$ cat src/rtl/rect_blit_pkg.sv
package rect_blit_pkg;
  typedef enum logic [1:0] {
    ST_IDLE  = 2'd0,
    ST_READ  = 2'd1,
    ST_WRITE = 2'd2,
    ST_DONE  = 2'd3
  } blit_state_e;

  typedef enum logic {
    OP_FILL = 1'b0,
    OP_COPY = 1'b1
  } blit_op_e;
endpackage

$ cat src/rtl/rect_blit_addr.sv
// Byte address of (x, y+row) plus byte offset in a linear framebuffer
module rect_blit_addr #(
  parameter int COORD_W = 8,
  parameter int BPP_W   = 3,
  parameter int LEN_W   = 11,
  parameter int ADDR_W  = 12
) (
  input  logic [BPP_W-1:0]   bpp_i,
  input  logic [COORD_W-1:0] scr_w_i,
  input  logic [COORD_W-1:0] x_i,
  input  logic [COORD_W-1:0] y_i,
  input  logic [COORD_W-1:0] row_i,
  input  logic [LEN_W-1:0]   byte_i,
  output logic [ADDR_W-1:0]  addr_o
);
  logic [ADDR_W-1:0] stride;
  logic [ADDR_W-1:0] line;

  always_comb begin
    stride = ADDR_W'(bpp_i) * ADDR_W'(scr_w_i);
    line   = ADDR_W'(y_i) + ADDR_W'(row_i);
    addr_o = ADDR_W'(bpp_i) * ADDR_W'(x_i) + stride * line + ADDR_W'(byte_i);
  end
endmodule

$ cat src/rtl/rect_blit_walk.sv
// Logical row/byte counters mapped to physical row/byte by direction
module rect_blit_walk #(
  parameter int COORD_W = 8,
  parameter int BPP_W   = 3,
  parameter int LEN_W   = 11,
  parameter int CIDX_W  = 2
) (
  input  logic               clk_i,
  input  logic               rst_ni,
  input  logic               clear_i,
  input  logic               step_i,
  input  logic [LEN_W-1:0]   len_i,
  input  logic [COORD_W-1:0] rows_i,
  input  logic [BPP_W-1:0]   bpp_i,
  input  logic               rows_up_i,
  input  logic               rtl_i,
  output logic [COORD_W-1:0] row_o,
  output logic [LEN_W-1:0]   byte_o,
  output logic [CIDX_W-1:0]  cidx_o,
  output logic               first_row_o,
  output logic               row_last_o,
  output logic               all_last_o
);
  logic [LEN_W-1:0]   k_q;
  logic [COORD_W-1:0] r_q;
  logic [CIDX_W-1:0]  c_q;
  logic               c_wrap;

  assign row_last_o  = (k_q == len_i - LEN_W'(1));
  assign all_last_o  = row_last_o && (r_q == rows_i - COORD_W'(1));
  assign first_row_o = (r_q == '0);
  assign row_o       = rows_up_i ? (rows_i - COORD_W'(1) - r_q) : r_q;
  assign byte_o      = rtl_i ? (len_i - LEN_W'(1) - k_q) : k_q;
  assign cidx_o      = c_q;
  assign c_wrap      = (BPP_W'(c_q) == bpp_i - BPP_W'(1));

  always_ff @(posedge clk_i or negedge rst_ni) begin
    if (!rst_ni) begin
      k_q <= '0;
      r_q <= '0;
      c_q <= '0;
    end else if (clear_i) begin
      k_q <= '0;
      r_q <= '0;
      c_q <= '0;
    end else if (step_i) begin
      c_q <= c_wrap ? '0 : c_q + CIDX_W'(1);
      if (row_last_o) begin
        k_q <= '0;
        r_q <= r_q + COORD_W'(1);
      end else begin
        k_q <= k_q + LEN_W'(1);
      end
    end
  end
endmodule

$ cat src/rtl/rect_blit_ctrl.sv
// Sequencer: read-then-write per copied byte, write-only for fill row 0
module rect_blit_ctrl
  import rect_blit_pkg::*;
(
  input  logic        clk_i,
  input  logic        rst_ni,
  input  logic        start_i,
  input  logic        empty_i,
  input  logic        fill_now_i,
  input  logic        fill_q_i,
  input  logic        first_row_i,
  input  logic        row_last_i,
  input  logic        all_last_i,
  output logic        accept_o,
  output logic        step_o,
  output blit_state_e state_o
);
  blit_state_e state_q, state_d;

  assign accept_o = (state_q == ST_IDLE) && start_i;
  assign step_o   = (state_q == ST_WRITE);
  assign state_o  = state_q;

  always_comb begin
    state_d = state_q;
    unique case (state_q)
      ST_IDLE: if (start_i) begin
        if (empty_i)         state_d = ST_DONE;
        else if (fill_now_i) state_d = ST_WRITE;
        else                 state_d = ST_READ;
      end
      ST_READ:  state_d = ST_WRITE;
      ST_WRITE: begin
        if (all_last_i)                                 state_d = ST_DONE;
        else if (fill_q_i && first_row_i && !row_last_i) state_d = ST_WRITE;
        else                                            state_d = ST_READ;
      end
      ST_DONE:  state_d = ST_IDLE;
      default:  state_d = ST_IDLE;
    endcase
  end

  always_ff @(posedge clk_i or negedge rst_ni) begin
    if (!rst_ni) state_q <= ST_IDLE;
    else         state_q <= state_d;
  end
endmodule

$ cat src/rtl/rect_blit_engine.sv
module rect_blit_engine
  import rect_blit_pkg::*;
#(
  parameter int COORD_W = 8,
  parameter int BPP_MAX = 4,
  parameter int ADDR_W  = 12,
  localparam int BPP_W  = $clog2(BPP_MAX + 1),
  localparam int CIDX_W = (BPP_MAX > 1) ? $clog2(BPP_MAX) : 1,
  localparam int LEN_W  = COORD_W + BPP_W,
  localparam int COL_W  = 8 * BPP_MAX
) (
  input  logic               clk_i,
  input  logic               rst_ni,
  input  logic               start_i,
  input  logic               op_i,
  input  logic [COL_W-1:0]   colour_i,
  input  logic [COORD_W-1:0] src_x_i,
  input  logic [COORD_W-1:0] src_y_i,
  input  logic [COORD_W-1:0] dst_x_i,
  input  logic [COORD_W-1:0] dst_y_i,
  input  logic [COORD_W-1:0] width_i,
  input  logic [COORD_W-1:0] height_i,
  input  logic [BPP_W-1:0]   bpp_i,
  input  logic [COORD_W-1:0] screen_w_i,
  output logic               busy_o,
  output logic               done_o,
  output logic [COORD_W-1:0] dirty_x_o,
  output logic [COORD_W-1:0] dirty_y_o,
  output logic [COORD_W-1:0] dirty_w_o,
  output logic [COORD_W-1:0] dirty_h_o,
  output logic               mem_req_o,
  output logic               mem_we_o,
  output logic [ADDR_W-1:0]  mem_addr_o,
  output logic [7:0]         mem_wdata_o,
  input  logic [7:0]         mem_rdata_i
);
  logic               fill_q;
  logic [COL_W-1:0]   colour_q;
  logic [COORD_W-1:0] sx_q, sy_q, dx_q, dy_q, w_q, h_q, scr_w_q;
  logic [BPP_W-1:0]   bpp_q;

  logic               accept, step;
  blit_state_e        state;
  logic [LEN_W-1:0]   len;
  logic               rows_up, rtl;
  logic [COORD_W-1:0] row;
  logic [LEN_W-1:0]   byte_idx;
  logic [CIDX_W-1:0]  cidx;
  logic               first_row, row_last, all_last;
  logic [ADDR_W-1:0]  src_addr, dst_addr;
  logic [COORD_W-1:0] src_x_sel, src_y_sel, src_row_sel;

  always_ff @(posedge clk_i or negedge rst_ni) begin
    if (!rst_ni) begin
      fill_q   <= 1'b0;
      colour_q <= '0;
      sx_q     <= '0;
      sy_q     <= '0;
      dx_q     <= '0;
      dy_q     <= '0;
      w_q      <= '0;
      h_q      <= '0;
      bpp_q    <= '0;
      scr_w_q  <= '0;
    end else if (accept) begin
      fill_q   <= (op_i == OP_FILL);
      colour_q <= colour_i;
      sx_q     <= src_x_i;
      sy_q     <= src_y_i;
      dx_q     <= dst_x_i;
      dy_q     <= dst_y_i;
      w_q      <= width_i;
      h_q      <= height_i;
      bpp_q    <= bpp_i;
      scr_w_q  <= screen_w_i;
    end
  end

  assign len     = LEN_W'(bpp_q) * LEN_W'(w_q);
  // Direction choice keeps overlapping copies equal to a buffered copy
  assign rows_up = !fill_q && (dy_q > sy_q);
  assign rtl     = !fill_q && (dy_q == sy_q) && (dx_q > sx_q);

  rect_blit_ctrl i_ctrl (
    .clk_i       (clk_i),
    .rst_ni      (rst_ni),
    .start_i     (start_i),
    .empty_i     ((width_i == '0) || (height_i == '0)),
    .fill_now_i  (op_i == OP_FILL),
    .fill_q_i    (fill_q),
    .first_row_i (first_row),
    .row_last_i  (row_last),
    .all_last_i  (all_last),
    .accept_o    (accept),
    .step_o      (step),
    .state_o     (state)
  );

  rect_blit_walk #(
    .COORD_W (COORD_W),
    .BPP_W   (BPP_W),
    .LEN_W   (LEN_W),
    .CIDX_W  (CIDX_W)
  ) i_walk (
    .clk_i       (clk_i),
    .rst_ni      (rst_ni),
    .clear_i     (accept),
    .step_i      (step),
    .len_i       (len),
    .rows_i      (h_q),
    .bpp_i       (bpp_q),
    .rows_up_i   (rows_up),
    .rtl_i       (rtl),
    .row_o       (row),
    .byte_o      (byte_idx),
    .cidx_o      (cidx),
    .first_row_o (first_row),
    .row_last_o  (row_last),
    .all_last_o  (all_last)
  );

  // Fill rows after the first take the first destination row as source
  assign src_x_sel   = fill_q ? dx_q : sx_q;
  assign src_y_sel   = fill_q ? dy_q : sy_q;
  assign src_row_sel = fill_q ? '0 : row;

  rect_blit_addr #(
    .COORD_W (COORD_W),
    .BPP_W   (BPP_W),
    .LEN_W   (LEN_W),
    .ADDR_W  (ADDR_W)
  ) i_src_addr (
    .bpp_i   (bpp_q),
    .scr_w_i (scr_w_q),
    .x_i     (src_x_sel),
    .y_i     (src_y_sel),
    .row_i   (src_row_sel),
    .byte_i  (byte_idx),
    .addr_o  (src_addr)
  );

  rect_blit_addr #(
    .COORD_W (COORD_W),
    .BPP_W   (BPP_W),
    .LEN_W   (LEN_W),
    .ADDR_W  (ADDR_W)
  ) i_dst_addr (
    .bpp_i   (bpp_q),
    .scr_w_i (scr_w_q),
    .x_i     (dx_q),
    .y_i     (dy_q),
    .row_i   (row),
    .byte_i  (byte_idx),
    .addr_o  (dst_addr)
  );

  assign busy_o      = (state != ST_IDLE);
  assign done_o      = (state == ST_DONE);
  assign mem_req_o   = (state == ST_READ) || (state == ST_WRITE);
  assign mem_we_o    = (state == ST_WRITE);
  assign mem_addr_o  = (state == ST_READ) ? src_addr : dst_addr;
  assign mem_wdata_o = (fill_q && first_row) ? colour_q[8*cidx +: 8] : mem_rdata_i;

  assign dirty_x_o = dx_q;
  assign dirty_y_o = dy_q;
  assign dirty_w_o = w_q;
  assign dirty_h_o = h_q;
endmodule

$ cat config.mk
export PLATFORM = sky130hd
export DESIGN_NAME = rect_blit_engine
export DESIGN_NICKNAME = d
export VERILOG_FILES = /design/src/rtl/rect_blit_pkg.sv /design/src/rtl/rect_blit_addr.sv /design/src/rtl/rect_blit_walk.sv /design/src/rtl/rect_blit_ctrl.sv /design/src/rtl/rect_blit_engine.sv
export SDC_FILE = /design/constraint.sdc
export NUM_CORES = 1
export LEC_CHECK = 0
export BUFFER_PORTS_ARGS = -buffer_cell sky130_fd_sc_hd__buf_2
export CORE_UTILIZATION = 23
export CTS_CLUSTER_DIAMETER = 50
export DETAILED_ROUTE_END_ITERATION = 6
export GPL_ROUTABILITY_DRIVEN = 0
export GPL_TIMING_DRIVEN = 0
export PLACE_DENSITY = 0.4
export SYNTH_ARGS = -nofsm -noshare
export SYNTH_HDL_FRONTEND = slang
export SYNTH_SLANG_ARGS = --single-unit
$ cat constraint.sdc
create_clock -name clk_i -period 9.6 [get_ports clk_i]
set_input_delay 1.44 -clock clk_i [delete_from_list [all_inputs] [get_ports clk_i]]
set_output_delay 1.44 -clock clk_i [all_outputs]
set_load 0.02 [all_outputs]
==> results.sh, run 1 <==
export IMPL_synth_edf_count=0
export IMPL_hold_path_class="reg2reg"
export IMPL_mappedNetlistArea_mm2=0.01473
export IMPL_synth_top_cell_by_area="fa_1"
export IMPL_clock_root_buffer="clkbuf_16"
export IMPL_cp_end_kind="output pin"
export IMPL_max_stage_delay_ns=0.52
export IMPL_crit_family="adder cells"
export IMPL_die_w_um=255.0
export IMPL_critPathMaxFanout=4
export IMPL_post_dp_hpwl_um=40110
export IMPL_hold_start="colour_q[2]"
export IMPL_routedWlPerCell_um=17.12
export IMPL_drt_initial_drc_count=452
export IMPL_path_buf_inv=6
export IMPL_hold_buffers=0
export IMPL_port_buffers=158
export IMPL_grt_overflow_total=0
export IMPL_cts_buffers=17
export IMPL_yosysSeqAreaShare_pct=19.54
export IMPL_synth_area_leaders="fa_1 21%, dfrtp_1 20%, ha_1 13%"
export IMPL_fin_nets=2383
export IMPL_reg2reg_depth=19
export IMPL_htreeDepth=4
export IMPL_cts_tree="done"
export IMPL_antenna_found_initial=8
export IMPL_clk_path_buf_depth=2
export IMPL_cp_start_kind="register"
export IMPL_drtPass1Iterations=5
export IMPL_min_period_over_period_pct=99.56
export IMPL_finalSetupViolCount=0
export IMPL_ys_types=57
export IMPL_num_rows=92
export IMPL_holdPathEnd="colour_q[2]"
export IMPL_vias_per_cell=4.308
export IMPL_status="complete, no violations"
export IMPL_remaining_drc_errors=0
export IMPL_cts_sinks=115
export IMPL_grt_max_degree=91
export IMPL_syn2layout_area_growth_pct=23.57
export IMPL_drive_gt1_share_pct=18.76
export IMPL_cp_required_ns=8.16
export IMPL_postSynth_asyncResetShare_pct=100.0
export IMPL_r2r_end="i_walk.r_q[4]"
export IMPL_crit_arrival_ns=8.12
export IMPL_cpMostUsedCell="fa_1"
export IMPL_worst_pin_slew_ns=1.166
export IMPL_synth_nets=2165
export IMPL_fin_skew_ns=0.008126
export IMPL_setup_tns_ns=0
export IMPL_finalCriticalPeriod_ns=9.558
export IMPL_final_util_pct=28.80
export IMPL_grt_usage_pct=15.36
export IMPL_cap_violations=0
export IMPL_via_count=12190
export IMPL_start_util_pct=23.30
export IMPL_crit_type="reg2out"
export IMPL_rsz0062_at_grt="yes"
export IMPL_whs_path_depth=2
export IMPL_whs_ns=0.4724
export IMPL_r2r_start="bpp_q[1]"
export IMPL_slew_headroom_pct=21.66
export IMPL_report_final_slew_viol_count=0
export IMPL_grt_pass1_wl_um=75350
export IMPL_cts_clk_slew_worst_paths_ns=0.06
export IMPL_drtAntennaViolNets=0
export IMPL_io_pins=159
export IMPL_reg2reg_slack_ns=3.96
export IMPL_die_area_mm2=0.06505
export IMPL_critPathSlowestCell="fa_1"
export IMPL_die_h_um=255.0
export IMPL_avgSynthCellArea_um2=8.406
export IMPL_yosys_register_bits=115
export IMPL_grt_pass1_vias=12960
export IMPL_synth_top_cell_area_share_pct=21.48
export IMPL_insertion_delay_ns=0.44
export IMPL_totalWireLength_um=48450
export IMPL_fmax_ghz=0.1046
export IMPL_hold_viol_final=0
export IMPL_synth_main_ff_cell="dfrtp_1"
export IMPL_syn_instance_count=1752
export IMPL_ys_warn_count=0
export IMPL_core_area_mm2=0.06320
-- per-stage QoR --
stage / area [um^2] / cells / worst slack, ns
after global placement: 16580 / 2756 / -1.124
after detailed placement: 16610 / 2757 / -1.150
after CTS: 17870 / 2814 / -0.04993
after global routing: 18200 / 2830 / -0.3312
final: 18200 / 2830 / 0.04191
after floorplan: 14730 / 1752 / 0.2711
-- layer usage --
layer,part of all wire [%],track usage (%)
met1,46,19.82
met2,49,26.85
met3,3.1,2.197
met4,1.6,3.678
met5,0.20,0
-- cells in the mapped netlist (all sizes together), types with 2 or more instances --
cell type and number:
a211oi 4, xnor2 57, nand2 428, mux4 8, nand4 10, ha 152
fa 158, nor4b 3, o41ai 2, and3 5, nand2b 16, nor2 52
a21oi 51, nand3 16, inv 272, a21o 20, nand3b 4, nor4 8
nor2b 20, o21ai 83, and2 79, a21boi 6, o2111ai 2, buf 5
dfrtp 115, a31oi 2, xnor3 5, mux2i 7, or3 6, clkbuf 52
o21a 9, o31ai 5, xor2 32, nor3 17, or4 2, mux2 16
o211ai 4, o221ai 2, o31a 3, o21bai 4
-- timing repair --
action                     in CTS  in global routing
cloned                          1                  0
setup buffers                  28                 18
pin swaps                      52                 46
gates resized for setup       120                 47
setup endpoints to repair       8                  5
-- state kept, by name, summed over array words and instances, names as in the netlist --
signal          flops
colour_q           32
i_walk.cidx_o       2
i_walk.k_q         11
sy_q                8
sx_q                8
dirty_y_o           8
bpp_q               3
i_walk.r_q          8
dirty_x_o           8
fill_q              1
i_ctrl.state_o      2
dirty_w_o           8
dirty_h_o           8
scr_w_q             8
-- layout make-up --
| type | instances | area (um^2) |
|---|---|---|
| fill | 6857 | 45000 |
| multi-input combinational | 1306 | 11190 |
| sequential | 115 | 2889 |
| timing repair buffer | 205 | 1214 |
| tap | 846 | 1059 |
| inverter | 273 | 1025 |
| clock buffer | 23 | 457.9 |
| buffer | 52 | 255.2 |
| clock inverter | 9 | 106.4 |
| antenna | 1 | 2.502 |
-- worst max-delay path by stage --
stage	cells after the start	slack, ns	end	startpoint
after global placement	31	-1.12	mem_addr_o[11]	dirty_y_o[1]
after global routing	34	-0.33	mem_addr_o[11]	dirty_y_o[2]
after floorplan	33	0.27	mem_addr_o[11]	dirty_y_o[2]
after CTS	34	-0.05	mem_addr_o[11]	dirty_h_o[1]
final	34	0.04	mem_addr_o[11]	dirty_y_o[2]
after detailed placement	33	-1.15	mem_addr_o[11]	dirty_y_o[2]
-- logic make-up (layout without fill, tap and decap cells) --
family	after synthesis	in the layout	share of synthesized area, %
simple gates	670	670	20.26
buf+inv	331	562	8.530
fa+ha+maj	310	310	34.39
compound gates	201	201	8.190
flops	115	115	19.54
xor+xnor	94	94	6.160
mux	31	31	2.923
other cells	0	1	0
-- placed cells by master, fill, tap and decap left out, types with 6 or more instances in the layout --
master / count
a21o_1: 19
a21oi_1: 38
a21oi_2: 12
and2_1: 77
buf_2: 157
buf_4: 42
clkbuf_1: 40
clkbuf_16: 17
dfrtp_1: 106
dfrtp_2: 9
fa_1: 150
fa_2: 8
ha_1: 144
inv_1: 268
mux2_2: 14
mux4_2: 8
nand2_1: 424
nand2b_1: 16
nand3_1: 13
nand4_1: 10
nor2_1: 47
nor2b_1: 16
nor3_1: 15
nor4_1: 7
o21a_1: 9
o21ai_0: 62
o21ai_1: 15
or3_1: 6
xnor2_1: 43
xnor2_2: 11
xor2_1: 28
-- worst reg2reg max path, delay by kind of cell (launching register included) --
family	cells	cell delay [ns]
AND/OR/NAND/NOR	5	2.01
adder cells (fa/ha/maj)	4	1.51
AO/OA/AOI/OAI	6	1.03
flip-flops	1	0.41
buffers and inverters	3	0.38
XOR/XNOR	1	0.23
Power of run 1 is left out: the tool's default activity adds up to more than one toggle a clock period on the data nets, which glitch-free logic cannot reach.
==> inputs of run 2 (changes only) <==
--- a/config.mk
+++ b/config.mk
@@ -5,7 +5,9 @@
 export SDC_FILE = /design/constraint.sdc
 export NUM_CORES = 1
 export LEC_CHECK = 0
+export ABC_AREA = 1
 export BUFFER_PORTS_ARGS = -buffer_cell sky130_fd_sc_hd__buf_2
+export CORE_MARGIN = 5
 export CORE_UTILIZATION = 23
 export CTS_CLUSTER_DIAMETER = 50
 export DETAILED_ROUTE_END_ITERATION = 6
==> results.sh, run 2 <==
export IMPL_htreeDepth=4
export IMPL_rsz0062_at_grt="yes"
export IMPL_remaining_drc_errors=0
export IMPL_mappedNetlistArea_mm2=0.01530
export IMPL_ys_warn_count=0
export IMPL_routed_top_layer="met5"
export IMPL_grt_overflow_total=0
export IMPL_drt_initial_drc_count=595
export IMPL_setup_tns_ns=0
export IMPL_clk_path_buf_depth=2
export IMPL_finalCriticalPeriod_ns=9.239
export IMPL_worst_pin_slew_ns=1.095
export IMPL_drive_gt1_share_pct=17.37
export IMPL_synthSimpleGateAreaFrac_pct=25.24
export IMPL_post_dp_hpwl_um=45410
export IMPL_die_area_mm2=0.07178
export IMPL_cp_start_kind="register"
export IMPL_max_stage_delay_ns=0.61
export IMPL_yosysSeqAreaShare_pct=18.81
export IMPL_num_rows=94
export IMPL_final_util_pct=28.84
export IMPL_synth_edf_count=0
export IMPL_antenna_found_initial=9
export IMPL_slew_headroom_pct=26.35
export IMPL_vias_per_cell=4.276
export IMPL_synth_adder_area_share_pct=33.10
export IMPL_die_w_um=267.9
export IMPL_crit_type="reg2out"
export IMPL_cts_clk_slew_worst_paths_ns=0.06
export IMPL_layout_common_cells="673 x nand2_1, 424 x inv_1, 158 x buf_2"
export IMPL_fmax_ghz=0.1082
export IMPL_cts_sinks=115
export IMPL_met3WireLength_um=1874
export IMPL_synth_xor_area_share_pct=3.083
export IMPL_finalSetupViolCount=0
export IMPL_synth_top_cell_area_share_pct=20.67
export IMPL_yosys_top_cells_count="696 x nand2_1, 443 x inv_1, 158 x fa_1, 152 x ha_1, 135 x nor2_1"
export IMPL_cp_required_ns=8.16
export IMPL_grt_pass1_wl_um=83490
export IMPL_crit_arrival_ns=7.80
export IMPL_port_buffers=158
export IMPL_cts_tree="done"
export IMPL_drtAntennaViolNets=0
export IMPL_syn_instance_count=2149
export IMPL_synth_nets=2562
export IMPL_grt_usage_pct=15.00
export IMPL_hold_viol_final=0
export IMPL_regMostFlops="colour_q"
export IMPL_synth_main_ff_cell="dfrtp_1"
export IMPL_clock_root_buffer="clkbuf_16"
export IMPL_wl_met2_um=25920
export IMPL_avgSynthCellArea_um2=7.119
export IMPL_whs_ns=0.4791
export IMPL_ys_types=41
export IMPL_insertion_delay_ns=0.43
export IMPL_postSynth_asyncResetShare_pct=100.0
export IMPL_status="complete, no violations"
export IMPL_placed_cell_area_mm2=0.01721
export IMPL_drtPass1Iterations=5
export IMPL_layout_commonest_cell="nand2_1"
export IMPL_cts_buffers=17
export IMPL_synth_area_leaders="fa_1 21%, dfrtp_1 19%, nand2_1 17%"
export IMPL_cp_end_kind="output pin"
export IMPL_die_h_um=267.9
export IMPL_yosys_register_bits=115
export IMPL_largest_register_ff_count=32
export IMPL_critPathSlowestCell="fa_1"
export IMPL_start_util_pct=23.23
export IMPL_design_area_mm2=0.01899
export IMPL_synth_compound_area_share_pct=7.180
export IMPL_m1WireLength_um=25870
export IMPL_io_pins=159
export IMPL_totalWireLength_um=54280
export IMPL_cpMostUsedCell="inv_2"
export IMPL_core_area_mm2=0.06586
export IMPL_fillCellCount=7345
export IMPL_synth_top_cell_by_area="fa_1"
export IMPL_grt_pass1_vias=14190
export IMPL_routedWlPerCell_um=16.70
export IMPL_cap_violations=0
export IMPL_grt_max_degree=72
export IMPL_hold_path_class="reg2reg"
export IMPL_yosysMostFrequentCell="nand2_1"
export IMPL_via_count=13900
export IMPL_fin_skew_ns=0.009842
export IMPL_synth_mux_area_share_pct=0.06542
export IMPL_reg2reg_slack_ns=4.91
export IMPL_critPathMaxFanout=6
export IMPL_fin_nets=2783
export IMPL_reg_top3="colour_q: 32 flops, i_walk.k_q: 11 flops"
export IMPL_min_period_over_period_pct=96.24
export IMPL_synth_top_family_by_area="adder cells"
export IMPL_report_final_slew_viol_count=0
export IMPL_syn2layout_area_growth_pct=24.14
run 2: cell count changes in the layout (fill, tap and decap cells not counted), moves of 25 or more:
cell | before | now
xnor2_1 | 43 | 18
nand2_1 | 424 | 673
and2_1 | 77 | 0
nand3_1 | 13 | 59
inv_1 | 268 | 424
nor2_1 | 47 | 125
run 2: worst max-delay path, delay by kind of cell, from the launching register on:
family / cells / cell delay (ns)
adders and majority gates: 9 / 3.81
and+or+nand+nor: 17 / 1.67
buffers and inverters: 9 / 0.67
AOI/OAI and AO/OA: 6 / 0.60
DFF: 1 / 0.42
xor gates and xnor gates: 1 / 0.15
run 2: timing repair:
action / in CTS / in global routing
pin swaps: 16 / 96
setup endpoints to repair: 7 / 5
gates cloned: 0 / 1
gates resized for setup: 103 / 133
hold buffers: 0 / 0
buffers inserted: 13 / 31
run 2: kinds of logic after synthesis:
family                   Yosys count
AND/OR/NAND/NOR                  964
buffers and inverters            506
adder cells (fa/ha/maj)          310
AO/OA/AOI/OAI                    200
flip-flops                       115
XOR/XNOR                          53
multiplexers                       1
run 2: layout make-up:
class                      instances  area [um^2]  share of cell area, %
sequential                       115         2889                  15.21
clock inverter                     9        80.08                 0.4216
antenna                            4        10.01                0.05270
tap                              864         1081                  5.692
timing repair buffer             204         1212                  6.383
clock buffer                      23        478.0                  2.516
multi-input combinational       1528        11230                  59.15
inverter                         449         1694                  8.920
buffer                            55        314.1                  1.653
run 2: stage by stage:
step,instances,setup slack [ns]
floorplan,2149,0.7972
global placement,3171,-1.134
detailed placement,3172,-1.137
CTS,3215,0.009335
global route,3248,-0.05486
finish,3251,0.3614
run 2: worst paths after layout:
check	startpoint	end	cells after the start
hold reg to reg	colour_q[14]	colour_q[14]	2
min in group asynchronous	rst_ni	dirty_h_o[0]	1
hold / removal	colour_q[14]	colour_q[14]	2
max in group asynchronous	rst_ni	dirty_w_o[0]	2
setup / recovery	bpp_q[2]	mem_addr_o[11]	42
setup reg to reg	bpp_q[2]	i_walk.r_q[1]	23
run 2: routing by layer:
layer,up-vias,track usage (%)
met2,251,25.84
met4,10,2.424
met1,6636,20.58
met3,34,2.005
li1,6970,-
met5,-,0
Power of run 2 is left out for the same reason.
